## config.mk

```make
export PLATFORM = sky130hd
export DESIGN_NAME = hybrid_bridge_mod
export DESIGN_NICKNAME = d
export VERILOG_FILES = /design/src/rtl/hybrid_bridge_mod.sv
export SDC_FILE = /design/constraint.sdc
export NUM_CORES = 1
export LEC_CHECK = 0
export BUFFER_PORTS_ARGS = -buffer_cell sky130_fd_sc_hd__buf_2
export CORE_ASPECT_RATIO = 1.75
export CORE_UTILIZATION = 40
export CTS_CLUSTER_SIZE = 24
export DETAILED_ROUTE_END_ITERATION = 6
export SYNTH_ARGS = -nofsm -noshare
export SYNTH_HDL_FRONTEND = slang
export SYNTH_SLANG_ARGS = --single-unit
export TNS_END_PERCENT = 1
```

## constraint.sdc

```tcl
create_clock -name clk -period 4.6 [get_ports clk]
set_input_delay 0.23 -clock clk [delete_from_list [all_inputs] [get_ports clk]]
set_output_delay 0.23 -clock clk [all_outputs]
set_load 0.03 [all_outputs]
```

## src/rtl/hybrid_bridge_mod.sv

```systemverilog
module hybrid_bridge_mod #(
  parameter int SPD_W      = 8,
  parameter int FULL_SCALE = 128
) (
  input  logic             clk,
  input  logic             rst_n,
  input  logic             spd_we,
  input  logic [SPD_W-1:0] spd_wdata,
  input  logic             hyb_en,
  input  logic             hb_en,
  input  logic             vdd_high,
  input  logic             run,
  input  logic             period_stb,
  output logic             full_sel
);

  localparam logic [SPD_W-1:0] FS   = SPD_W'(FULL_SCALE);
  localparam logic [SPD_W:0]   FS_X = {1'b0, FS};

  logic [SPD_W-1:0] spd_q;
  logic [SPD_W-1:0] acc_q;
  logic [SPD_W:0]   sum;
  logic [SPD_W:0]   rem;
  logic             lockout;
  logic             carry;

  assign lockout = hb_en & vdd_high;
  assign sum     = {1'b0, acc_q} + {1'b0, spd_q};
  assign carry   = sum >= FS_X;
  assign rem     = sum - FS_X;

  always_ff @(posedge clk or negedge rst_n) begin
    if (!rst_n)      spd_q <= FS;
    else if (spd_we) spd_q <= (spd_wdata > FS) ? FS : spd_wdata;
  end

  always_ff @(posedge clk or negedge rst_n) begin
    if (!rst_n) begin
      acc_q    <= '0;
      full_sel <= 1'b1;
    end else if (!run) begin
      acc_q    <= '0;
      full_sel <= 1'b1;
    end else if (period_stb) begin
      if (lockout) begin
        full_sel <= 1'b0;
      end else if (!hyb_en) begin
        full_sel <= 1'b1;
      end else begin
        full_sel <= carry;
        acc_q    <= carry ? rem[SPD_W-1:0] : sum[SPD_W-1:0];
      end
    end
  end

  AST_SPD_SAT: assert property (@(posedge clk) disable iff (!rst_n)
    spd_we |=> spd_q <= FS);

  AST_NO_HYB_FULL: assert property (@(posedge clk) disable iff (!rst_n)
    (run && period_stb && !hyb_en && !(hb_en && vdd_high)) |=> full_sel);

  AST_ACC_BOUND: assert property (@(posedge clk) disable iff (!rst_n)
    acc_q < FS);

  AST_LOCKOUT_HALF: assert property (@(posedge clk) disable iff (!rst_n)
    (run && period_stb && hb_en && vdd_high) |=> !full_sel);

  AST_LOCKOUT_HOLD: assert property (@(posedge clk) disable iff (!rst_n)
    (run && period_stb && hb_en && vdd_high) |=> $stable(acc_q));

  AST_MID_PERIOD: assert property (@(posedge clk) disable iff (!rst_n)
    (run && !period_stb) |=> $stable(full_sel));

  AST_IDLE_CLEAR: assert property (@(posedge clk) disable iff (!rst_n)
    !run |=> (full_sel && acc_q == '0));

endmodule

```

* Word level (Yosys, flattened, before mapping)
Cells that the tools add are included.
** Storage, ports and cells
- Flip-flop bits (word level) :: 17
- Input port bits :: 16
- Logic and storage cells :: 22
- Output and inout port bits :: 1
** Operators by class
- Bitwise logic cells :: 1
- Eq/ne operators :: 3
- Reductions and logical operators :: 1
- Muxes and demuxes :: 10
- Add/sub/neg operators :: 2
- $lt $le $gt $ge :: 2
** Operators with widths (number)
- $mux 8 :: 6
- $add 8x8->9 :: 1
- $ge 9x8->1 const B :: 1
- $gt 8x8->1 const B :: 1
- $sub 8x8->8 const B :: 1
- $mux 1 :: 4
- $ne 2x2->1 const B :: 2
- $reduce_and 3->1 :: 1
- $ne 2x1->1 const B :: 1
- $and 1x1->1 :: 1

* Longest topological paths before layout
Gate-level depths: netlist of run 1.
- Depth after elaboration :: 7
- Depth in mapped cells :: 7
- Mapped depth without buffers :: 7

* Worst setup path before layout of run 1
Ideal clock, no wire load.
- Kind :: flip-flop to flip-flop
- From :: register spd_q[0]
- To :: register acc_q[7]
- Cell stages (with the launch flop) :: 8
- Buffers on the path :: 0
- Period minus slack after synthesis :: 2027 ps
- Library setup time :: 121 ps
- Arrival time :: 1906 ps
- Data required time :: 4479 ps
- Path slack :: 2573 ps
- Cells stage by stage :: dfrtp_1 ha_1 fa_1 a21o_1 a21oi_1 o21ai_0 o22a_1 a32o_2
** On the way
- Longest elaborated chain between the ends :: 7
- Elaborated cells on any way between the ends :: 8
- Those cells by class :: add/sub (2); order compare (1); mux (5)
** RTL lines
- start, declared :: line 20 : logic [SPD_W-1:0] spd_q;
- start signal, assigned :: line 34 : else if (spd_we) spd_q <= (spd_wdata > FS) ? FS : spd_wdata;
- $add 8x8->9 (*) :: line 28 : assign sum = {1'b0, acc_q} + {1'b0, spd_q};
- $sub 8x8->8 or $ge 9x8->1 (tied branches) :: line 30, 29
- $mux 8 (*) :: line 51 : acc_q <= carry ? rem[SPD_W-1:0] : sum[SPD_W-1:0];
- $mux 8 (*) :: line 47 : end else if (!hyb_en) begin
- $mux 8 (*) :: line 45 : if (lockout) begin
- $mux 8 (*) :: line 44 : end else if (period_stb) begin
- $mux 8 (*) :: line 41 : end else if (!run) begin
- end signal, assigned :: line 51
- end, declared :: line 21 : logic [SPD_W-1:0] acc_q;
Mark *: on every way between the ends. The rest lies on a longest branch, timed or not. The select of a mux whose other input is x is not followed.
A chain may end at the register's enable or synchronous reset.

* Worst setup path in the final report of run 1
Same ends and word-level chain as after synthesis.

==> flow_summary.json, run 1 <==
{
  "setup_total_negative_slack_ps": 0,
  "cts.root.buffer_cell": "sky130_fd_sc_hd__clkbuf_8",
  "worstPathArrival_ps": 2290,
  "report.final.hold_viol_count": 0,
  "hold_path.class": "input port to flop",
  "drive_gt1_share_pct": 23.5,
  "grt_pass1_vias": 834,
  "ir_drop_v": 0.000198,
  "timing.rr.start": "spd_q[0]$_DFFE_PN0P_",
  "timing.critical_path.required_ps": 4750,
  "hp-start": "hyb_en",
  "gp_congestion": 0.803,
  "route.antenna.remaining_nets": 0,
  "critical_path.startpoint_type": "flop",
  "cts_tree": "done",
  "drt_first_iter_violations": 18,
  "worstSkewPairLatency_ps": 250,
  "utilization_pct": 49.8,
  "design.core.area_sq_mm": 0.00236,
  "total_leakage_power_nw": 0.602,
  "crit_start": "spd_q[0]$_DFFE_PN0P_",
  "timing.max_slew.rel_slack_pct": 53.4,
  "worst_setup_hold_path_clk_slew_ps": 60,
  "synth-seq-cells": 17,
  "place_worst_setup_slack_ps": 2470,
  "antenna_found_initial": 0,
  "worst_setup_path_class": "flop to flop",
  "syn_to_final_growth_pct": 15.6,
  "cts_buffers": 3,
  "setup.worst_path.end_class": "flop",
  "grt_first_pass_wirelength_mm": 3.42,
  "final_max_slew_viol_count": 0,
  "rows": 23,
  "skew_ps": 4.07,
  "max_freq_mhz": 467,
  "final_common_cell": "sky130_fd_sc_hd__buf_2",
  "synth_cell_types": 33,
  "layout.filler_cells": 240,
  "design.final.nets": 141,
  "min_period_ps": 2140,
  "post_cts.repair.setup_buffers": 0,
  "dieWidth_um": 40.1,
  "tritoncts_num_sinks": 17,
  "mappedNetlistNets": 121,
  "grt_setup_unrepaired": "no",
  "cap_viol_max_count": 0,
  "critical_path_peak_fanout": 3,
  "number_of_warnings_issued_by_yosys": 0,
  "pin_count_of_the_biggest_net_entering_global_routing": 18,
  "timing.final.ws_setup_ps": 2460,
  "global_route.usage.total_pct": 18.7,
  "detailroute.via_count": 788,
  "numPortBuffers": 16,
  "place.detailed.hpwl_mm": 1.63,
  "mappedNetlistArea_sq_mm": 0.00102,
  "seq_area_frac_synth_pct": 42.1,
  "die_area_sq_mm": 0.00276,
  "detail_route.wirelength_mm": 2.04,
  "overflow": 0,
  "outcome": "finished, final reports clean",
  "floorplan.die.height_um": 68.7,
  "worst_slew_pin_tran_ps": 698,
  "final_cell_mix": "16 x sky130_fd_sc_hd__buf_2, 15 x sky130_fd_sc_hd__dfrtp_1, 10 x sky130_fd_sc_hd__inv_1, 10 x sky130_fd_sc_hd__o21ai_0, 8 x sky130_fd_sc_hd__ha_1",
  "initial_utilization_pct": 43.1,
  "ios": 17,
  "drc": 0,
  "syn_area_per_cell_sq_um": 10.6,
  "routed_wire_length_per_instance_um": 14.5,
  "syn_inst": 96,
  "num_antenna_cells": 0,
  "power.density_mw_per_mm2": 287,
  "cts-root-to-sink-buffers": 2,
  "finalSetupViolCount": 0,
  "detail_route.first_pass.iterations": 3,
  "drt-vias-per-instance": 5.63,
  "final.period_utilization_pct": 46.5,
  "ctsHtreeMaxLevel": 1
}
-- sequential cells by signal, indices dropped and copies added, names as in the netlist --
name,flops
acc_q,8
full_sel,1
spd_q,8
-- stage by stage --
| stage | hold WS (ps) | std cells | cell area [sq um] | total power (W) |
|---|---|---|---|---|
| 6_report | 165 | 140 | 1180 | 0.000338 |
| 5_1_grt | 185 | 140 | 1180 | 0.000357 |
| 4_1_cts | 163 | 140 | 1180 | 0.000345 |
| 3_5_place_dp | 174 | 135 | 1120 | 0.000230 |
| 3_3_place_gp | 173 | 135 | 1120 | 0.000228 |
| 2_1_floorplan | -65.6 | 96 | 1020 | 0.000208 |
-- path summary, 6_finish.rpt --
kind / endpoint / slack, ps / cells after the start
worst max-delay path: acc_q[7]$_DFFE_PN0P_ / 2460 / 7
worst min-delay path: full_sel$_DFFE_PN1P_ / 170 / 2
worst max register to register: acc_q[7]$_DFFE_PN0P_ / 2460 / 7
worst min register to register: acc_q[7]$_DFFE_PN0P_ / 510 / 1
max in group asynchronous: full_sel$_DFFE_PN1P_ / 3850 / 2
min in group asynchronous: spd_q[3]$_DFFE_PN0P_ / 430 / 2
-- kinds of logic (layout without fill, tap and decap cells) --
kind of cell	Yosys count	count (layout)	synth area share [%]
buffers and inverters	12	31	4.43
XOR/XNOR	5	5	4.31
AO/OA/AOI/OAI	33	33	24.0
multiplexers	2	2	2.09
flip-flops	17	17	42.1
adder cells (fa/ha/maj)	9	9	11.8
AND/OR/NAND/NOR	18	18	11.3
-- area by class of cell --
| type | instances | area, sq um | area share (%) |
|---|---|---|---|
| Inverter | 10 | 37.5 | 3.19 |
| Sequential cell | 17 | 428 | 36.4 |
| Timing Repair Buffer | 17 | 90.1 | 7.66 |
| Tap cell | 25 | 31.3 | 2.66 |
| Multi-Input combinational cell | 67 | 544 | 46.3 |
| Clock buffer | 4 | 45.0 | 3.83 |
-- repair_timing --
action                    in CTS  in global routing
hold endpoints to repair      15                  0
resized for setup              0                  0
hold buffers                   1                  0
-- per-layer routing --
layer  vias up  track usage, %  share of wire [%]
li1        389               -                  -
met1       373            18.3                 39
met2        19            32.7                 55
met3         7            2.88                2.1
met4         0            14.2                3.5
met5         -               0                  0
-- worst max-delay path, cell delays in order, from the launching register on --
cell and delay [ps]:
sky130_fd_sc_hd__dfrtp_1 380, sky130_fd_sc_hd__ha_1 240, sky130_fd_sc_hd__fa_1 410, sky130_fd_sc_hd__a21o_1 170
sky130_fd_sc_hd__a21oi_1 200, sky130_fd_sc_hd__o21ai_0 180, sky130_fd_sc_hd__o22a_1 200, sky130_fd_sc_hd__a32o_2 250
-- cell usage after synthesis --
| library cell | count | area (sq um) |
|---|---|---|
| sky130_fd_sc_hd__inv_1 | 10 | 37.5 |
| sky130_fd_sc_hd__nand3_1 | 1 | 5.00 |
| sky130_fd_sc_hd__clkbuf_1 | 2 | 7.51 |
| sky130_fd_sc_hd__a21o_1 | 2 | 15.0 |
| sky130_fd_sc_hd__nand2_1 | 1 | 3.75 |
| sky130_fd_sc_hd__o22ai_1 | 1 | 6.26 |
| sky130_fd_sc_hd__a41oi_1 | 1 | 8.76 |
| sky130_fd_sc_hd__o21bai_1 | 1 | 7.51 |
| sky130_fd_sc_hd__nand3b_1 | 7 | 52.6 |
| sky130_fd_sc_hd__a22o_1 | 7 | 61.3 |
| sky130_fd_sc_hd__o22a_1 | 1 | 8.76 |
| sky130_fd_sc_hd__and3_1 | 1 | 6.26 |
| sky130_fd_sc_hd__fa_1 | 1 | 20.0 |
| sky130_fd_sc_hd__dfrtp_1 | 15 | 375 |
| sky130_fd_sc_hd__ha_1 | 8 | 100 |
| sky130_fd_sc_hd__xor2_1 | 2 | 17.5 |
| sky130_fd_sc_hd__a21boi_1 | 1 | 7.51 |
| sky130_fd_sc_hd__mux2_2 | 1 | 11.3 |
| sky130_fd_sc_hd__nor3_1 | 1 | 5.00 |
| sky130_fd_sc_hd__nor2_1 | 3 | 11.3 |
| sky130_fd_sc_hd__a21oi_1 | 5 | 25.0 |
| sky130_fd_sc_hd__xnor2_1 | 3 | 26.3 |
| sky130_fd_sc_hd__nor3_2 | 1 | 10.0 |
| sky130_fd_sc_hd__dfstp_2 | 2 | 52.6 |
| sky130_fd_sc_hd__a21boi_0 | 1 | 7.51 |
| sky130_fd_sc_hd__mux2i_1 | 1 | 10.0 |
| sky130_fd_sc_hd__or2_2 | 1 | 6.26 |
| sky130_fd_sc_hd__nand4b_1 | 1 | 8.76 |
| sky130_fd_sc_hd__nand2_2 | 1 | 6.26 |
| sky130_fd_sc_hd__a211oi_1 | 1 | 7.51 |
| sky130_fd_sc_hd__o21ai_0 | 10 | 50.1 |
| sky130_fd_sc_hd__a2111oi_4 | 1 | 27.5 |
| sky130_fd_sc_hd__a32o_2 | 1 | 11.3 |
-- where the power goes --
| part | internal, W | total (W) | switching, W |
|---|---|---|---|
| Sequential | 0.000160 | 0.000166 | 0.00000593 |
| Clock | 0.0000615 | 0.000111 | 0.0000494 |
| Combinational | 0.0000267 | 0.0000609 | 0.0000342 |
Power figures use the tool's default switching activity.
==> run 2: changes to the inputs <==
ABC_AREA = 1   (was not set)
clock period = 1.9 ns   (was 4.6 ns; I/O delays follow)
==> flow_summary.json, run 2 <==
{
  "cts.root.buffer_cell": "sky130_fd_sc_hd__clkbuf_8",
  "timing.max_slew.rel_slack_pct": 74.0,
  "ios": 17,
  "final.period_utilization_pct": 90.6,
  "synth_async_sr_flop_share_pct": 100,
  "overflow": 0,
  "cp.buffers_inverters": 1,
  "tritoncts_num_sinks": 17,
  "outcome": "finished, final reports clean",
  "worst_slew_pin_tran_ps": 390,
  "ctsHtreeMaxLevel": 1,
  "cts-root-to-sink-buffers": 2,
  "numPortBuffers": 16,
  "synth_cell_types": 21,
  "drc": 0,
  "number_of_warnings_issued_by_yosys": 0,
  "place_inst": 176,
  "power.total_w": 0.000797,
  "netlist.top_cell.by_area": "sky130_fd_sc_hd__dfrtp_1",
  "antenna_found_initial": 0,
  "critical_path.startpoint_type": "flop",
  "hp-start": "spd_wdata[3]",
  "syn_inst": 134,
  "finalSetupViolCount": 0,
  "seq_power_share_pct": 50.1,
  "place.detailed.hpwl_mm": 1.76,
  "global_route.usage.total_pct": 19.4,
  "worstSkewPairLatency_ps": 250,
  "hold_path.class": "input port to flop",
  "setup.worst_path.end_class": "flop",
  "drt-vias-per-instance": 5.14,
  "most_numerous_cell_in_the_yosys_netlist": "sky130_fd_sc_hd__nand2_1",
  "report.final.hold_viol_count": 0,
  "rows": 24,
  "worst_hold_stages": 3,
  "synth.cells.most_frequent": "46 x sky130_fd_sc_hd__nand2_1, 15 x sky130_fd_sc_hd__dfrtp_1, 13 x sky130_fd_sc_hd__inv_1, 13 x sky130_fd_sc_hd__nor2_1, 9 x sky130_fd_sc_hd__o21ai_1",
  "dominant_synthesized_flop_cell": "sky130_fd_sc_hd__dfrtp_1",
  "post-synth-top-area-fraction_pct": 36.4,
  "design.core.area_sq_mm": 0.00246,
  "layout.filler_cells": 257,
  "cts_tree": "done",
  "final_cell_mix": "46 x sky130_fd_sc_hd__nand2_1, 16 x sky130_fd_sc_hd__buf_2, 15 x sky130_fd_sc_hd__dfrtp_1",
  "total_leakage_power_nw": 0.650,
  "mappedNetlistArea_sq_mm": 0.00103,
  "max_freq_mhz": 581,
  "cts_buffers": 3,
  "cap_viol_max_count": 0,
  "timing.critical_path.required_ps": 2040,
  "design_area_sq_mm": 0.00120,
  "setup_total_negative_slack_ps": 0,
  "final_cells": 181,
  "mappedNetlistNets": 159,
  "skew_ps": 1.47,
  "grt_setup_unrepaired": "no",
  "reg2reg_to": "acc_q[7]$_DFFE_PN0P_",
  "synth-edff-count": 0,
  "p_comb_share_pct": 16.8,
  "drt_first_iter_violations": 17,
  "syn_area_per_cell_sq_um": 7.70,
  "pin_count_of_the_biggest_net_entering_global_routing": 18,
  "drive_gt1_share_pct": 17.4,
  "seq_area_frac_synth_pct": 41.5,
  "timing.rr.start": "spd_q[0]$_DFFE_PN0P_",
  "ir_drop_v": 0.000443,
  "crit_start": "spd_q[0]$_DFFE_PN0P_",
  "worst_setup_path_class": "flop to flop",
  "worstPathArrival_ps": 1860,
  "ys_top_cells_by_area": "sky130_fd_sc_hd__dfrtp_1 36%, sky130_fd_sc_hd__nand2_1 17%, sky130_fd_sc_hd__ha_1 9.7%",
  "crit_top_cell": "sky130_fd_sc_hd__nand2_1",
  "floorplan.die.height_um": 69.2,
  "critical_path_peak_fanout": 3,
  "detail_route.wirelength_mm": 2.21,
  "reg.largest.list": "acc_q: 8 flops, spd_q: 8 flops, full_sel: 1 flops",
  "cpMaxStageDelayCell": "sky130_fd_sc_hd__fa_1",
  "routed_wire_length_per_instance_um": 12.2,
  "critical_path_cell_count": 9,
  "clkPwrFrac_pct": 33.1,
  "num_antenna_cells": 0,
  "length_in_cells_of_the_worst_reg_to_reg_path": 9,
  "design.final.nets": 181,
  "worst_setup_hold_path_clk_slew_ps": 60,
  "total_switching_power_w": 0.000212,
  "final_common_cell": "sky130_fd_sc_hd__nand2_1",
  "critical_path_cell_by_cell": "ha_1 -> fa_1 -> nand2_1 -> nand2_1 -> o21ai_2 -> inv_1 -> a21oi_2 -> nand3b_1 -> nand2_1",
  "initial_utilization_pct": 41.9,
  "power.density_mw_per_mm2": 665,
  "grt_first_pass_wirelength_mm": 3.81,
  "grt_pass1_vias": 890,
  "final_max_slew_viol_count": 0,
  "netSwitchingFraction_pct": 26.6,
  "critPathMaxStageDelay_ps": 410,
  "syn_to_final_growth_pct": 16.2,
  "min_period_ps": 1720,
  "worst_hold_path.endpoint": "spd_q[3]$_DFFE_PN0P_",
  "power.internal_w": 0.000585,
  "synth-seq-cells": 17,
  "setup.reg_to_reg.worst_slack_ps": 180,
  "cp_top_family": "adder cells",
  "post_detailed_placement_cell_area_sq_mm": 0.00114,
  "dieWidth_um": 40.4,
  "route.antenna.remaining_nets": 0,
  "detailroute.via_count": 931,
  "die_area_sq_mm": 0.00280,
  "gp_congestion": 0.761,
  "detail_route.first_pass.iterations": 4
}
run 2: cell count changes in the layout (fill, tap and decap cells not counted), moves of 3 or more:
cell,before,now
sky130_fd_sc_hd__nand2_1,1,46
sky130_fd_sc_hd__inv_1,10,13
sky130_fd_sc_hd__nand3b_1,7,1
sky130_fd_sc_hd__o21ai_0,10,2
sky130_fd_sc_hd__a22o_1,7,2
sky130_fd_sc_hd__nor2_1,3,13
sky130_fd_sc_hd__nand3_1,1,7
sky130_fd_sc_hd__o21ai_1,0,9
run 2: layout make-up:
class / instances / area [sq um] / area share [%]
Timing Repair Buffer: 17 / 90.1 / 7.51
Tap cell: 26 / 32.5 / 2.71
Sequential cell: 17 / 428 / 35.7
Clock buffer: 4 / 45.0 / 3.75
Inverter: 15 / 56.3 / 4.69
Multi-Input combinational cell: 102 / 548 / 45.7
run 2: what timing repair did:
item                      4_1_cts  5_1_grt
gates resized for setup         0        0
hold endpoints to repair       15        0
hold buffers                    1        0
setup buffers                   0        0
run 2: cells by family after synthesis:
kind of cell / synth area share, %
xor+xnor: 0.849
compound gates: 11.5
simple gates: 29.1
buf+inv: 5.46
fa+ha+maj: 11.6
flops: 41.5
run 2: how the worst max path moves through the flow:
stage / slack, ps / endpoint
after global routing: 20 / full_sel$_DFFE_PN1P_
after CTS: 170 / acc_q[7]$_DFFE_PN0P_
final: 180 / acc_q[7]$_DFFE_PN0P_
after global placement: 230 / acc_q[7]$_DFFE_PN0P_
after detailed placement: 190 / acc_q[7]$_DFFE_PN0P_
after floorplan: 290 / acc_q[7]$_DFFE_PN0P_
run 2: worst register-to-register path, delay by kind of cell, from the launching register on:
| kind | cells | cell delay, ps |
|---|---|---|
| adder cells (fa/ha/maj) | 2 | 640 |
| flip-flops | 1 | 390 |
| AND/OR/NAND/NOR | 4 | 300 |
| AO/OA/AOI/OAI | 2 | 190 |
| buffers and inverters | 1 | 80 |
run 2: power by group through the flow:
stage | Combinational [W] | Clock (W) | Sequential, W
2_1_floorplan | 0.0000815 | 0 | 0.000405
3_3_place_gp | 0.000129 | 0 | 0.000405
3_5_place_dp | 0.000132 | 0 | 0.000406
4_1_cts | 0.000136 | 0.000279 | 0.000400
5_1_grt | 0.000155 | 0.000297 | 0.000403
6_report | 0.000134 | 0.000264 | 0.000400
run 2: routing by layer:
layer / track usage, % / share of wire, % / wire length [um]
met1: 22.5 / 39 / 870
met2: 32.1 / 57 / 1250
met3: 2.88 / 2.6 / 57
met4: 9.26 / 1.4 / 31
met5: 0 / 0 / 0
run 2: metrics by stage:
step | hold slack (ps) | utilization, % | setup WS [ps]
6_report | 58.4 | 48.7 | 179
2_1_floorplan | -201 | - | 295
3_5_place_dp | 46.1 | 46.5 | 191
3_3_place_gp | 43.5 | 46.5 | 232
4_1_cts | 49.4 | 48.7 | 168
5_1_grt | 58.8 | 48.7 | 24.6
